### src/rtl/fact_accel_pkg.sv
package fact_accel_pkg;

  localparam logic [31:0] ID_VALUE = 32'h010000ED;

  localparam int unsigned OFS_ID      = 'h00;
  localparam int unsigned OFS_SCRATCH = 'h04;
  localparam int unsigned OFS_OPERAND = 'h08;
  localparam int unsigned OFS_STATUS  = 'h20;

  localparam int unsigned BUSY_BIT  = 0;
  localparam int unsigned IRQEN_BIT = 7;

  localparam logic [1:0] SIZE_WORD = 2'd2;

  typedef enum logic [2:0] {
    SEL_NONE,
    SEL_ID,
    SEL_SCRATCH,
    SEL_OPERAND,
    SEL_STATUS
  } rdSel_e;

  typedef enum logic [1:0] {
    ST_IDLE,
    ST_SETUP,
    ST_RUN
  } loopState_e;

  typedef struct packed {
    logic loadOp;     // capture wdata as operand
    logic scratchWr;  // store ~wdata into scratch
    logic setup;      // prime accumulator and down-counter
    logic step;       // one multiply
    logic finish;     // write final product back to operand register
  } strobes_t;

endpackage

### src/rtl/fact_accel_ctrl.sv
module fact_accel_ctrl
  import fact_accel_pkg::*;
#(
  parameter int unsigned ADDR_W = 8
) (
  input  logic              clk,
  input  logic              rstN,
  input  logic              wrEn,
  input  logic              rdEn,
  input  logic [ADDR_W-1:0] addr,
  input  logic [1:0]        accSize,
  input  logic              enBitIn,
  input  logic              cntLast,
  output strobes_t          strb,
  output rdSel_e            rdSel,
  output logic              busy,
  output logic              irqEn,
  output logic              irqReq
);

  loopState_e state;
  logic       accOk;
  logic       wrOk;
  logic       hitId, hitScratch, hitOperand, hitStatus;
  logic       doneDly;

  assign accOk      = (accSize == SIZE_WORD);
  assign wrOk       = wrEn && accOk;
  assign hitId      = (addr == ADDR_W'(OFS_ID));
  assign hitScratch = (addr == ADDR_W'(OFS_SCRATCH));
  assign hitOperand = (addr == ADDR_W'(OFS_OPERAND));
  assign hitStatus  = (addr == ADDR_W'(OFS_STATUS));

  assign busy = (state != ST_IDLE);

  always_comb begin
    strb           = '0;
    strb.scratchWr = wrOk && hitScratch;
    strb.loadOp    = wrOk && hitOperand && (state == ST_IDLE);
    strb.setup     = (state == ST_SETUP);
    strb.step      = (state == ST_RUN);
    strb.finish    = (state == ST_RUN) && cntLast;
  end

  always_comb begin
    rdSel = SEL_NONE;
    if (rdEn && accOk) begin
      if (hitId)           rdSel = SEL_ID;
      else if (hitScratch) rdSel = SEL_SCRATCH;
      else if (hitOperand) rdSel = SEL_OPERAND;
      else if (hitStatus)  rdSel = SEL_STATUS;
    end
  end

  always_ff @(posedge clk) begin
    if (!rstN) begin
      state <= ST_IDLE;
    end else begin
      unique case (state)
        ST_IDLE:  if (strb.loadOp) state <= ST_SETUP;
        ST_SETUP: state <= ST_RUN;
        ST_RUN:   if (strb.finish) state <= ST_IDLE;
        default:  state <= ST_IDLE;
      endcase
    end
  end

  always_ff @(posedge clk) begin
    if (!rstN) begin
      irqEn   <= 1'b0;
      doneDly <= 1'b0;
    end else begin
      if (wrOk && hitStatus) irqEn <= enBitIn;
      doneDly <= strb.finish;
    end
  end

  // Enable is looked at in the cycle after busy drops.
  assign irqReq = doneDly && irqEn;

endmodule

### src/rtl/fact_accel_dpath.sv
module fact_accel_dpath
  import fact_accel_pkg::*;
#(
  parameter int unsigned DATA_W = 32
) (
  input  logic              clk,
  input  logic              rstN,
  input  strobes_t          strb,
  input  rdSel_e            rdSel,
  input  logic [DATA_W-1:0] wdata,
  input  logic              busy,
  input  logic              irqEn,
  output logic [DATA_W-1:0] rdata,
  output logic              cntLast
);

  logic [DATA_W-1:0] opndReg;
  logic [DATA_W-1:0] scratchReg;
  logic [DATA_W-1:0] accReg;
  logic [DATA_W-1:0] cntReg;
  logic [DATA_W-1:0] factor;
  logic [DATA_W-1:0] product;
  logic [DATA_W-1:0] statusWord;

  assign factor  = (cntReg == '0) ? DATA_W'(1) : cntReg;
  assign product = accReg * factor;
  assign cntLast = (cntReg <= DATA_W'(1));

  always_ff @(posedge clk) begin
    if (!rstN) begin
      opndReg    <= '0;
      scratchReg <= '0;
      accReg     <= '0;
      cntReg     <= '0;
    end else begin
      if (strb.scratchWr) scratchReg <= ~wdata;
      if (strb.loadOp) begin
        opndReg <= wdata;
      end else if (strb.finish) begin
        opndReg <= product;
      end
      if (strb.setup) begin
        accReg <= DATA_W'(1);
        cntReg <= opndReg;
      end else if (strb.step && !strb.finish) begin
        accReg <= product;
        cntReg <= cntReg - DATA_W'(1);
      end
    end
  end

  always_comb begin
    statusWord            = '0;
    statusWord[BUSY_BIT]  = busy;
    statusWord[IRQEN_BIT] = irqEn;
  end

  always_comb begin
    unique case (rdSel)
      SEL_ID:      rdata = DATA_W'(ID_VALUE);
      SEL_SCRATCH: rdata = scratchReg;
      SEL_OPERAND: rdata = opndReg;
      SEL_STATUS:  rdata = statusWord;
      default:     rdata = '1;
    endcase
  end

endmodule

### src/rtl/fact_accel_top.sv
module fact_accel_top
  import fact_accel_pkg::*;
#(
  parameter int unsigned ADDR_W = 8,
  parameter int unsigned DATA_W = 32
) (
  input  logic              clk,
  input  logic              rstN,
  input  logic              wrEn,
  input  logic              rdEn,
  input  logic [ADDR_W-1:0] addr,
  input  logic [1:0]        accSize,
  input  logic [DATA_W-1:0] wdata,
  output logic [DATA_W-1:0] rdata,
  output logic              irqReq
);

  strobes_t strb;
  rdSel_e   rdSel;
  logic     busy;
  logic     irqEn;
  logic     cntLast;

  fact_accel_ctrl #(.ADDR_W(ADDR_W)) u_ctrl (
    .clk     (clk),
    .rstN    (rstN),
    .wrEn    (wrEn),
    .rdEn    (rdEn),
    .addr    (addr),
    .accSize (accSize),
    .enBitIn (wdata[IRQEN_BIT]),
    .cntLast (cntLast),
    .strb    (strb),
    .rdSel   (rdSel),
    .busy    (busy),
    .irqEn   (irqEn),
    .irqReq  (irqReq)
  );

  fact_accel_dpath #(.DATA_W(DATA_W)) u_dpath (
    .clk     (clk),
    .rstN    (rstN),
    .strb    (strb),
    .rdSel   (rdSel),
    .wdata   (wdata),
    .busy    (busy),
    .irqEn   (irqEn),
    .rdata   (rdata),
    .cntLast (cntLast)
  );

endmodule

### config.mk
export PLATFORM = sky130hd
export DESIGN_NAME = fact_accel_top
export DESIGN_NICKNAME = d
export VERILOG_FILES = /design/src/rtl/fact_accel_pkg.sv /design/src/rtl/fact_accel_ctrl.sv /design/src/rtl/fact_accel_dpath.sv /design/src/rtl/fact_accel_top.sv
export SDC_FILE = /design/constraint.sdc
export NUM_CORES = 2
export LEC_CHECK = 0
export ABC_CLOCK_PERIOD_IN_PS = 9100
export BUFFER_PORTS_ARGS = -buffer_cell sky130_fd_sc_hd__clkbuf_2
export CAP_MARGIN = 20
export CORE_ASPECT_RATIO = 0.6
export CORE_MARGIN = 3
export CORE_UTILIZATION = 45
export CTS_CLUSTER_DIAMETER = 150
export DETAILED_ROUTE_END_ITERATION = 8
export GPL_ROUTABILITY_DRIVEN = 1
export PLACE_DENSITY = 0.66
export SYNTH_ARGS = -nofsm -noshare
export SYNTH_HDL_FRONTEND = slang
export SYNTH_HIERARCHICAL = 1
export SYNTH_SLANG_ARGS = --single-unit
### constraint.sdc
create_clock -name clk -period 9.1 [get_ports clk]
set_input_delay 0.91 -clock clk [delete_from_list [all_inputs] [get_ports clk]]
set_output_delay 0.91 -clock clk [all_outputs]
set_load 0.005 [all_outputs]
Word level (Yosys, flattened, before mapping)
Index checks and enable logic that the tools add are counted.
{"block": "totals", "inputBits": 46, "regBits": 132, "elab_cells": 59, "out_inout_bits": 33}
{"block": "op_classes", "n_eq_ne": 12, "n_lt_le_gt_ge": 1, "reduce_logical": 18, "muxes": 16, "mul": 1, "addsub": 1, "bitwise_logic": 2}
{"op": "32-bit two-way mux", "count": 5}
{"op": "32-bit one-hot mux with 4 select lines", "count": 1}
{"op": "32-bit by 1-bit less-or-equal comparator with 1-bit output (second input constant)", "count": 1}
{"op": "32-bit zero test", "count": 1}
{"op": "32-bit by 32-bit multiplier with 32-bit output", "count": 1}
{"op": "32-bit inverter", "count": 1}
{"op": "32-bit by 1-bit subtractor with 32-bit output (second input constant)", "count": 1}
{"op": "3-bit two-way mux", "count": 5}
{"op": "1-bit logical AND", "count": 9}
{"op": "8-bit by 3-bit == test with 1-bit output (second input constant)", "count": 1}
{"op": "8-bit by 4-bit == test with 1-bit output (second input constant)", "count": 1}
{"op": "8-bit by 6-bit == test with 1-bit output (second input constant)", "count": 1}
{"op": "8-bit zero test", "count": 1}
{"op": "3-bit by 2-bit == test with 1-bit output (second input constant)", "count": 2}
{"op": "2-bit one-hot mux with 3 select lines", "count": 1}
{"op": "2-bit nonzero test", "count": 3}
{"op": "2-bit == test (second input constant)", "count": 2}
{"op": "2-bit two-way mux", "count": 2}
{"op": "2-bit inequality test (second input constant)", "count": 2}
{"op": "3-bit by 1-bit == test with 1-bit output (second input constant)", "count": 1}
{"op": "3-bit == test (second input constant)", "count": 1}
{"op": "2-bit by 1-bit == test with 1-bit output (second input constant)", "count": 1}
{"op": "2-bit zero test", "count": 1}
{"op": "1-bit two-way mux", "count": 2}
{"op": "4 further kinds", "count": 4}

Depth between registers and ports, before layout
{"block": "depth", "word_depth": 8, "depth_mapped": 29, "ltp_nobuf": 27}

Modules after synthesis
Netlist, hierarchy kept.
{"module": "fact_accel_dpath", "seq_area_each_um2": 2562.5, "n_inst": 1, "area_per_inst_um2": 21762.1, "cells_each": 2569}
{"module": "fact_accel_ctrl", "seq_area_each_um2": 80.1, "n_inst": 1, "area_per_inst_um2": 290.3, "cells_each": 35}

Worst setup path after synthesis
Ideal clock, no wire load.
{"block": "synth_timing", "path_kind": "register to register", "start": "register u_dpath.cntReg[19]", "end": "register u_dpath.opndReg[31]", "n_path_buf": 2, "setup_slack_ns": 1.468, "path_stages_with_launch": 29, "t_arrival_ns": 7.565, "setup_time_ns": 0.067, "t_required_ns": 9.033, "period_less_slack_ns": 7.632, "cell_sequence": "dfxtp_1 -> buf_6 -> or4_4 -> nor4b_2 -> and4_1 -> nor2_1 -> clkbuf_1 -> nand2_1 -> fa_1 -> fa_1 -> fa_1 -> inv_1 -> fa_1 -> inv_1 -> fa_1 -> inv_1 -> fa_1 -> fa_1 -> ha_1 -> a21o_1 -> a21o_1 -> a21o_1 -> a221o_1 -> a21o_1 -> o31ai_1 -> a21oi_1 -> xnor2_1 -> a211o_1 -> a21oi_2"}
{"block": "synth_between", "elab_chain_len": 5, "word_cells_on_any_way": 8, "classes_between": "mul: 1; order compare: 1; mux: 3; reduce/logical: 3"}
{"element": "start: declaration", "line": "fact_accel_dpath.sv:20", "text": "logic [DATA_W-1:0] cntReg;"}
{"element": "start signal: assignment", "line": "fact_accel_dpath.sv:44", "text": "cntReg <= opndReg;"}
{"element": "start signal: assignment", "line": "fact_accel_dpath.sv:47", "text": "cntReg <= cntReg - DATA_W'(1);"}
{"element": "32-bit zero test", "line": "fact_accel_dpath.sv:25", "text": "assign factor = (cntReg == '0) ? DATA_W'(1) : cntReg;"}
{"element": "32-bit two-way mux", "line": "fact_accel_dpath.sv:25"}
{"element": "32-bit by 32-bit multiplier with 32-bit output", "line": "fact_accel_dpath.sv:26", "text": "assign product = accReg * factor;"}
{"element": "32-bit two-way mux", "line": "fact_accel_dpath.sv:39", "text": "end else if (strb.finish) begin"}
{"element": "32-bit two-way mux", "line": "fact_accel_dpath.sv:37", "text": "if (strb.loadOp) begin"}
{"element": "end signal: assignment", "line": "fact_accel_dpath.sv:38", "text": "opndReg <= wdata;"}
{"element": "end signal: assignment", "line": "fact_accel_dpath.sv:40", "text": "opndReg <= product;"}
{"element": "end: declaration", "line": "fact_accel_dpath.sv:17", "text": "logic [DATA_W-1:0] opndReg;"}
Several ways; a longest one is shown, not always the timed one. The select of a mux whose other input is x is not followed.
A chain may end at the register's enable or synchronous reset.

Worst setup path after layout
{"block": "layout_timing", "start": "register u_dpath.cntReg[26]", "end": "register u_dpath.opndReg[31]"}
Same word-level chain as after synthesis.

==> impl_metrics.tcl <==
set metrics [dict create \
    n_fill_cell 4551 \
    synth.area.mux_share 0.0169 \
    cts_resized 0 \
    io_buffers 78 \
    hp-class "reg2reg" \
    drive_above_1_share 0.0748 \
    core_um2 48100 \
    area_growth_pct 7.59 \
    post_cts.repair.setup_buffers 0 \
    ant_nets 0 \
    die_area_um2 51800 \
    fin_area_um2 23700 \
    drt_iter0_markers 1895 \
    crit_type "reg2reg" \
    cts_sinks 132 \
    start_util 0.459 \
    crit_cells 27 \
    status "finished clean" \
    die_h_um 177 \
    cp_common_cell "fa_1" \
    synthArstFlopShare 0 \
    drt-total-wl_mm 65.5 \
    synthCells 2604 \
    avgSynthCellArea_um2 8.47 \
    slew_headroom 0.287 \
    cp_max_fo 12 \
    syn_area_um2 22100 \
    cp.buffers_inverters 3 \
    finalSetupTns_ns 0 \
    rsz0062_at_grt "false" \
    synth_top_family_by_area "adder cells" \
    nets 3159 \
    whs_path_depth 2 \
    ctsHoldBuffers 0 \
    grt_pass1_wl_mm 105 \
    cts.clk_slew.worst_paths_ns 0.06 \
    die_w_um 292 \
    post_dp_cell_area_um2 23000 \
    critical-path-slowest-cell "nor4_1" \
    ys.flop_type "dfxtp_1" \
    drt_pass1_iterations 8 \
    finalCritPeriodShare 0.942 \
    via_count 17700 \
    ys_ff_latch 132 \
    crit_family "adder cells" \
    fmax_mhz 117 \
    ir_drop_mv 0.139 \
    required_ns 9.45 \
    synth-simple-area-share 0.204 \
    synth-compound-area-share 0.0729 \
    insertion_delay_ns 0.44 \
    synth_cell_type_count 68 \
    synth_fp_nets 3183 \
    r2r_cells 27 \
    grt_max_degree 82 \
    final.min_clock_period_ns 8.57 \
    synth_warnings 6 \
    worstMarginPinSlew_ns 1.07 \
    grt-ovfl-total 0 \
    cts_tree "built" \
    antenna_found_initial 2 \
    maxSlewViolCount 0 \
    cts_buffers 17 \
    track_usage 0.263 \
    grt_pass1_vias 18200 \
    leakage_nw 11.1 \
    synth_commonest_cells "inv_1, fa_1, nand2_1" \
    power.density_nw_per_um2 59.5 \
    synth_edf_count 0 \
    maxCapViolations 0 \
    synth_xor_area_frac 0.0443 \
    num_io_pins 79 \
    hpwl_mm 51.3 \
    setup_viol 0 \
    critPathCaptureType "flop" \
    root_buffer "clkbuf_16" \
    finalHoldViolCount 0 \
    place_congestion 0.929 \
    ys_seq_area_frac 0.120 \
    synth_most_common_cell "inv_1" \
    multi_input_area_um2 17200 \
    synth-adder-area-share 0.441 \
    synth_area_leaders "fa_1, dfxtp_1, and2_1" \
    critical-path-max-stage-delay_ns 0.56 \
    final.setup_skew_ns 0.0120 \
    post_drt_wl_per_cell_um 20.3 \
    seqCellArea_um2 2640 \
    cts_max_level 4 \
    synth_largest_area_cell "fa_1" \
    clockBufferDepth 2 \
    rows 62 \
    synth_top_area_frac 0.370 \
    drc 0 \
    cp.arrival_ns 8.92 \
    via_per_inst 5.48 \
    start_kind "flop" \
]
routing by layer:
layer | GRT usage | routed length [um]
met5 | 0 | 0
met4 | 0.0432 | 942
met3 | 0.0555 | 6700
met2 | 0.392 | 27900
met1 | 0.397 | 30000
cell usage in the layout (no fill, tap or decap), drive strengths merged, types with 54 or more instances in the layout:
cell type and instances:
a21oi 134, and2 258, buf 54, clkbuf 96
dfxtp 132, fa 408, ha 125, inv 410
nand2 376, nor2 225, xnor2 78
per-stage QoR:
stage | total power (W) | hold WS, ns | cells | util | worst slack, ns
finish | 0.00141 | 0.479 | 3233 | 0.493 | 0.530
global route | 0.00144 | 0.500 | 3232 | 0.493 | 0.200
CTS | 0.00141 | 0.476 | 3229 | 0.492 | 0.632
detailed placement | 0.000625 | 0.469 | 3198 | 0.478 | 0.699
global placement | 0.000623 | 0.458 | 3197 | 0.477 | 0.851
floorplan | 0.000603 | 0.444 | 2604 | - | 1.47
path summary, 6_finish.rpt:
kind                                                         start                            endpoint  slack [ns]
worst min-delay path            u_dpath/scratchReg[6]$_SDFFE_PN0P_  u_dpath/scratchReg[6]$_SDFFE_PN0P_        0.48
worst min register to register  u_dpath/scratchReg[6]$_SDFFE_PN0P_  u_dpath/scratchReg[6]$_SDFFE_PN0P_        0.48
worst max-delay path               u_dpath/cntReg[26]$_SDFFE_PN0P_    u_dpath/opndReg[31]$_SDFFE_PN0P_        0.53
worst max register to register     u_dpath/cntReg[26]$_SDFFE_PN0P_    u_dpath/opndReg[31]$_SDFFE_PN0P_        0.53
sequential cells by signal, summed over array words and instances (netlist names):
name and cells:
u_dpath/cntReg 32, u_dpath/accReg 32, u_ctrl/irqEn 1, u_ctrl/doneDly 1, u_ctrl/state 2, u_dpath/opndReg 32
u_dpath/scratchReg 32
tightest hold or removal path: stages (launching register included):
cell,delay [ns]
dfxtp_1,0.31
nor2_1,0.08
a211oi_1,0.05
power breakdown:
part / total [W] / switching (W) / leakage (nW) / internal [W]
Combinational: 0.0000346 / 0.0000235 / 9.76 / 0.0000111
Clock: 0.000798 / 0.000278 / 0.322 / 0.000519
Sequential: 0.000578 / 0.000000219 / 1.06 / 0.000578
logic make-up after synthesis:
kind of cell,Yosys count
XOR/XNOR,109
AND/OR/NAND/NOR,950
multiplexers,37
buffers and inverters,585
flip-flops,132
AO/OA/AOI/OAI,258
adder cells (fa/ha/maj),533
layout make-up:
cell class | count | area share
Clock buffer | 18 | 0.0185
Clock inverter | 13 | 0.00976
Tap cell | 640 | 0.0338
Sequential cell | 132 | 0.111
Timing Repair Buffer | 132 | 0.0361
Inverter | 410 | 0.0649
Antenna cell | 1 | 0.000105
Multi-Input combinational cell | 1887 | 0.726
No activity file was read; power rests on OpenSTA's default activity.
